`config.mk`:
```
export PLATFORM = sky130hd
export DESIGN_NAME = mirq_trap_unit
export DESIGN_NICKNAME = d
export VERILOG_FILES = /design/src/rtl/mirq_pkg.sv /design/src/rtl/mirq_trap_ctrl.sv /design/src/rtl/mirq_csr_file.sv /design/src/rtl/mirq_trap_unit.sv
export SDC_FILE = /design/constraint.sdc
export NUM_CORES = 1
export LEC_CHECK = 0
export BUFFER_PORTS_ARGS = -buffer_cell sky130_fd_sc_hd__buf_4
export CAP_MARGIN = 20
export CORE_MARGIN = 2
export CORE_UTILIZATION = 57
export DETAILED_ROUTE_END_ITERATION = 8
export PLACE_DENSITY = 0.85
export SYNTH_ARGS = -nofsm -noshare
export SYNTH_HDL_FRONTEND = slang
export SYNTH_HIERARCHICAL = 1
export SYNTH_SLANG_ARGS = --single-unit
```
`constraint.sdc`:
```
create_clock -name clk_i -period 5 [get_ports clk_i]
set_input_delay 0.5 -clock clk_i [delete_from_list [all_inputs] [get_ports clk_i]]
set_output_delay 0.5 -clock clk_i [all_outputs]
set_load 0.03 [all_outputs]
```
`src/rtl/mirq_pkg.sv`:
```
package mirq_pkg;
  localparam int CSR_AW = 12;

  localparam logic [CSR_AW-1:0] ADDR_STATUS = 12'h300;
  localparam logic [CSR_AW-1:0] ADDR_TVEC   = 12'h305;
  localparam logic [CSR_AW-1:0] ADDR_EPC    = 12'h341;
  localparam logic [CSR_AW-1:0] ADDR_CAUSE  = 12'h342;
  localparam logic [CSR_AW-1:0] ADDR_PEND   = 12'h344;

  localparam int BIT_IE   = 3;
  localparam int BIT_PIE  = 7;
  localparam int BIT_PEND = 11;
endpackage

```
`src/rtl/mirq_trap_ctrl.sv`:
```
module mirq_trap_ctrl #(
  parameter int XLEN = 32
) (
  input  logic            irq_req_i,
  input  logic            mret_i,
  input  logic            ie_i,
  input  logic            pend_i,
  input  logic [XLEN-1:0] tvec_i,
  input  logic [XLEN-1:0] epc_i,
  output logic            take_o,
  output logic            redirect_o,
  output logic [XLEN-1:0] redirect_pc_o
);
  logic [XLEN-1:0] vec_base;

  always_comb begin
    vec_base      = {tvec_i[XLEN-1:2], 2'b00};
    // return has priority; a blocked entry retries next cycle
    take_o        = irq_req_i & ie_i & ~pend_i & ~mret_i;
    redirect_o    = take_o | mret_i;
    redirect_pc_o = mret_i ? epc_i : vec_base;
  end
endmodule

```
`src/rtl/mirq_csr_file.sv`:
```
module mirq_csr_file
  import mirq_pkg::*;
#(
  parameter int XLEN = 32
) (
  input  logic              clk_i,
  input  logic              rst_ni,
  input  logic              take_i,
  input  logic              mret_i,
  input  logic              irq_req_i,
  input  logic [XLEN-1:0]   pc_i,
  input  logic              we_i,
  input  logic [CSR_AW-1:0] addr_i,
  input  logic [XLEN-1:0]   wdata_i,
  output logic [XLEN-1:0]   rdata_o,
  output logic              ie_o,
  output logic              pie_o,
  output logic              pend_o,
  output logic [XLEN-1:0]   tvec_o,
  output logic [XLEN-1:0]   epc_o,
  output logic [XLEN-1:0]   cause_o
);
  localparam logic [XLEN-1:0] CAUSE_IRQ = {1'b1, {(XLEN-1){1'b0}}};

  logic            ie_q, pie_q, pend_q;
  logic            ie_d, pie_d, pend_d;
  logic [XLEN-1:0] tvec_q, epc_q, cause_q;
  logic [XLEN-1:0] tvec_d, epc_d, cause_d;
  logic            status_en, pend_en, tvec_en, epc_en, cause_en;
  logic            wr_ok;

  always_comb begin
    wr_ok     = we_i & ~take_i & ~mret_i;
    ie_d      = ie_q;
    pie_d     = pie_q;
    tvec_d    = wdata_i;
    epc_d     = wdata_i;
    cause_d   = wdata_i;
    status_en = 1'b0;
    tvec_en   = 1'b0;
    epc_en    = 1'b0;
    cause_en  = 1'b0;
    if (wr_ok) begin
      unique case (addr_i)
        ADDR_STATUS: begin
          ie_d      = wdata_i[BIT_IE];
          pie_d     = wdata_i[BIT_PIE];
          status_en = 1'b1;
        end
        ADDR_TVEC:  tvec_en  = 1'b1;
        ADDR_EPC:   epc_en   = 1'b1;
        ADDR_CAUSE: cause_en = 1'b1;
        default: ;
      endcase
    end
    if (mret_i) begin
      ie_d      = ie_q | pie_q;
      pie_d     = 1'b1;
      status_en = 1'b1;
    end
    if (take_i) begin
      epc_d    = pc_i;
      cause_d  = CAUSE_IRQ;
      epc_en   = 1'b1;
      cause_en = 1'b1;
    end
    pend_d  = irq_req_i & (pend_q | take_i);
    pend_en = ~irq_req_i | take_i;
  end

  always_ff @(posedge clk_i or negedge rst_ni) begin
    if (!rst_ni) begin
      ie_q  <= 1'b0;
      pie_q <= 1'b0;
    end else if (status_en) begin
      ie_q  <= ie_d;
      pie_q <= pie_d;
    end
  end

  always_ff @(posedge clk_i or negedge rst_ni) begin
    if (!rst_ni)      pend_q <= 1'b0;
    else if (pend_en) pend_q <= pend_d;
  end

  always_ff @(posedge clk_i or negedge rst_ni) begin
    if (!rst_ni)      tvec_q <= '0;
    else if (tvec_en) tvec_q <= tvec_d;
  end

  always_ff @(posedge clk_i or negedge rst_ni) begin
    if (!rst_ni)     epc_q <= '0;
    else if (epc_en) epc_q <= epc_d;
  end

  always_ff @(posedge clk_i or negedge rst_ni) begin
    if (!rst_ni)       cause_q <= '0;
    else if (cause_en) cause_q <= cause_d;
  end

  always_comb begin
    rdata_o = '0;
    unique case (addr_i)
      ADDR_STATUS: begin
        rdata_o[BIT_IE]  = ie_q;
        rdata_o[BIT_PIE] = pie_q;
      end
      ADDR_PEND:  rdata_o[BIT_PEND] = pend_q;
      ADDR_TVEC:  rdata_o = tvec_q;
      ADDR_EPC:   rdata_o = epc_q;
      ADDR_CAUSE: rdata_o = cause_q;
      default: ;
    endcase
  end

  assign ie_o    = ie_q;
  assign pie_o   = pie_q;
  assign pend_o  = pend_q;
  assign tvec_o  = tvec_q;
  assign epc_o   = epc_q;
  assign cause_o = cause_q;
endmodule

```
`src/rtl/mirq_trap_unit.sv`:
```
module mirq_trap_unit
  import mirq_pkg::*;
#(
  parameter int XLEN = 32
) (
  input  logic              clk_i,
  input  logic              rst_ni,
  input  logic              irq_req_i,
  input  logic [XLEN-1:0]   pc_i,
  input  logic              mret_i,
  input  logic              csr_we_i,
  input  logic [CSR_AW-1:0] csr_addr_i,
  input  logic [XLEN-1:0]   csr_wdata_i,
  output logic [XLEN-1:0]   csr_rdata_o,
  output logic              redirect_o,
  output logic [XLEN-1:0]   redirect_pc_o
);
  logic            take;
  logic            ie_q, pie_q, pend_q;
  logic [XLEN-1:0] tvec_q, epc_q, cause_q;

  mirq_trap_ctrl #(.XLEN(XLEN)) u_ctrl (
    .irq_req_i     (irq_req_i),
    .mret_i        (mret_i),
    .ie_i          (ie_q),
    .pend_i        (pend_q),
    .tvec_i        (tvec_q),
    .epc_i         (epc_q),
    .take_o        (take),
    .redirect_o    (redirect_o),
    .redirect_pc_o (redirect_pc_o)
  );

  mirq_csr_file #(.XLEN(XLEN)) u_csr (
    .clk_i     (clk_i),
    .rst_ni    (rst_ni),
    .take_i    (take),
    .mret_i    (mret_i),
    .irq_req_i (irq_req_i),
    .pc_i      (pc_i),
    .we_i      (csr_we_i),
    .addr_i    (csr_addr_i),
    .wdata_i   (csr_wdata_i),
    .rdata_o   (csr_rdata_o),
    .ie_o      (ie_q),
    .pie_o     (pie_q),
    .pend_o    (pend_q),
    .tvec_o    (tvec_q),
    .epc_o     (epc_q),
    .cause_o   (cause_q)
  );
endmodule

```
==> results.cfg <==
[floorplan]
die-area_um2 = 10500
start_util_pct = 59.2
placementRows = 35
core_um2 = 9330
fp.dieH_um = 102
pin_count = 146
die_w_um = 102

[synth]
yosysMostFrequentCell = dfrtp_1
synth-xor-area-share_pct = 0
synth_top_family_by_area = multiplexers
yosysSeqAreaShare_pct = 44.8
synthFlopType = dfrtp_1
ys_ff_latch = 99
ys_warn_count = 6
ys_async_sr_fraction_pct = 100
synth_nets = 542
synth_edf_count = 0
synthMuxAreaShare_pct = 26.8
netlist.area_leader.share_pct = 44.8
yosys-top-cells-count = dfrtp_1, mux2_2, nand2_1
synth_simple_gate_area_share_pct = 10.1
synth_cells = 461
synth_top_cell_by_area = dfrtp_1
synth_area_leaders = dfrtp_1, mux2_2, mux2_4
ys_types = 39
synth_compound_area_share_pct = 12.8
netlist_area_um2 = 5530
syn_area_per_cell_um2 = 12.0
synth_adder_area_share_pct = 0

[sta]
grt_setup_unrepaired = false
period_share_pct = 64.1
post-route-min-period_ns = 3.21
setup_violations = 0
worst_pin_slew_ns = 0.963
fin_skew_ns = 0.0147
whs_ns = 0.126
slew_violations = 0
tns_ns = 0
max_freq_mhz = 312
maxSlewHeadroom_pct = 35.8
hold_viol_final = 0

[worst_setup_path]
crit-reg2reg-launch = u_csr/pend_o
end_kind = primary output
max_stage_delay_ns = 0.74
worstSetupPathType = in2out
ff2ff_setup_slack_ns = 2.54
crit_family = simple AND/OR/NAND/NOR gates
crit_fanout = 17
worstPathBufferInverterCount = 3
reg2reg_depth = 7
r2r-end = u_csr/epc_o[18]
cpMostUsedCell = buf_4
cp.required_ns = 4.50
startpoint_type = input port
worstPathCellList = buf_4 -> nor4_4 -> nand4b_1 -> nor3b_4 -> buf_4 -> a21o_1 -> buf_4
critPathArrivalTime_ns = 2.71
crit_slowest_cell = nor3b_4

[min_path]
hold_class = in2async

[power]
power_leakage_nw = 3.58
power_density_nw_per_um2 = 248
ir_drop_mv = 0.150

[cts]
cts.sinks = 99
cts_buffer_depth = 2
cts_hold_buffers = 0
cts.htree.levels = 3
cts-root-buf = clkbuf_8
clk_latency_ns = 0.36
path_clk_slew_ns = 0.10
cts_setup_buffers = 0
cts_resized = 0
numCtsBuffers = 9
cts_tree = yes

[route]
routedWlPerCell_um = 18.2
vias = 4104
drtAntennaViolNets = 0
detail_route.vias_per_cell = 5.69
wl_um = 13100
drt-pass1-iter-count = 4
drc = 0
drt_iter0_drc = 169

[global_routing]
overflow = 0
antenna_found_initial = 0
grt_pass1_wl_um = 20700
grt_pass1_vias = 4110
gr-usage-all-layers_pct = 25.5
grt_max_degree = 99

[placed_design]
gp_congestion = 0.837
hpwl_um = 8690
io_buffers = 145

[finish]
n_antenna_cell = 0
drive_gt1_share_pct = 44.1
area_growth_pct = 22.0
nets = 668

[outcome]
status = finished clean

[run]
drv_cap = 0
## layer usage
metal  share of wire [%]  wire, um  global-route usage, %  vias to the layer above
met1                  44      5790                   35.8                     2027
met5                   0         0                      0                        -
met2                  48      6340                   40.5                      166
li1                    -         -                      -                     1901
met3                 6.7       881                   4.79                       10
met4                0.69        91                   7.69                        0
## registers in the layout, summed over array words and instances, names as in the netlist
register and flops:
u_csr/ie_o 1, u_csr/cause_o 32, u_csr/pie_o 1, u_csr/tvec_o 32
u_csr/epc_o 32, u_csr/pend_o 1
## worst max-delay path by stage
stage,startpoint,endpoint,cells after the start
floorplan,csr_addr_i[5],csr_rdata_o[7],5
global placement,mret_i,u_csr/epc_o[30],6
detailed placement,mret_i,u_csr/epc_o[18],6
CTS,csr_addr_i[5],csr_rdata_o[6],7
global route,csr_addr_i[5],csr_rdata_o[13],7
finish,csr_addr_i[5],csr_rdata_o[18],7
## power breakdown
| group | switching (mW) | total [mW] | internal [mW] | leakage [nW] |
|---|---|---|---|---|
| logic | 0.164 | 0.306 | 0.143 | 2.17 |
| clock network | 0.283 | 0.482 | 0.199 | 0.0897 |
| registers | 0.0363 | 0.881 | 0.845 | 1.32 |
| total | 0.483 | 1.67 | 1.19 | 3.58 |
## logic make-up after synthesis
logic type	after synthesis
simple gates	96
buf+inv	39
compound gates	100
flops	99
mux	127
## per-stage QoR
stage	instances	setup WS, ns	power (mW)	cell area (um2)	util (%)
floorplan	461	2.74	1.06	5530	-
global placement	704	1.87	1.19	6540	70.1
CTS	720	1.80	1.68	6720	72.1
finish	721	1.79	1.67	6740	72.3
detailed placement	704	1.75	1.20	6540	70.1
global route	721	1.64	1.75	6740	72.3
## layout by cell type, fill, tap and decap left out, drive strengths merged, types with 10 or more instances in the layout
cell type,count
o21ai,32
a21o,30
nor2b,29
mux2,91
clkbuf,10
dfrtp,99
nand2,40
mux2i,36
buf,151
a22o,29
## final cells by class
| cell class | count | area, um2 |
|---|---|---|
| Clock inverter | 6 | 46.3 |
| Timing Repair Buffer | 151 | 1150 |
| Fill cell | 696 | 2580 |
| Tap cell | 129 | 161 |
| Sequential cell | 99 | 2480 |
| Multi-Input combinational cell | 323 | 2760 |
| Clock buffer | 10 | 138 |
| Inverter | 3 | 11.3 |
No activity file was read; power rests on OpenSTA's default activity.
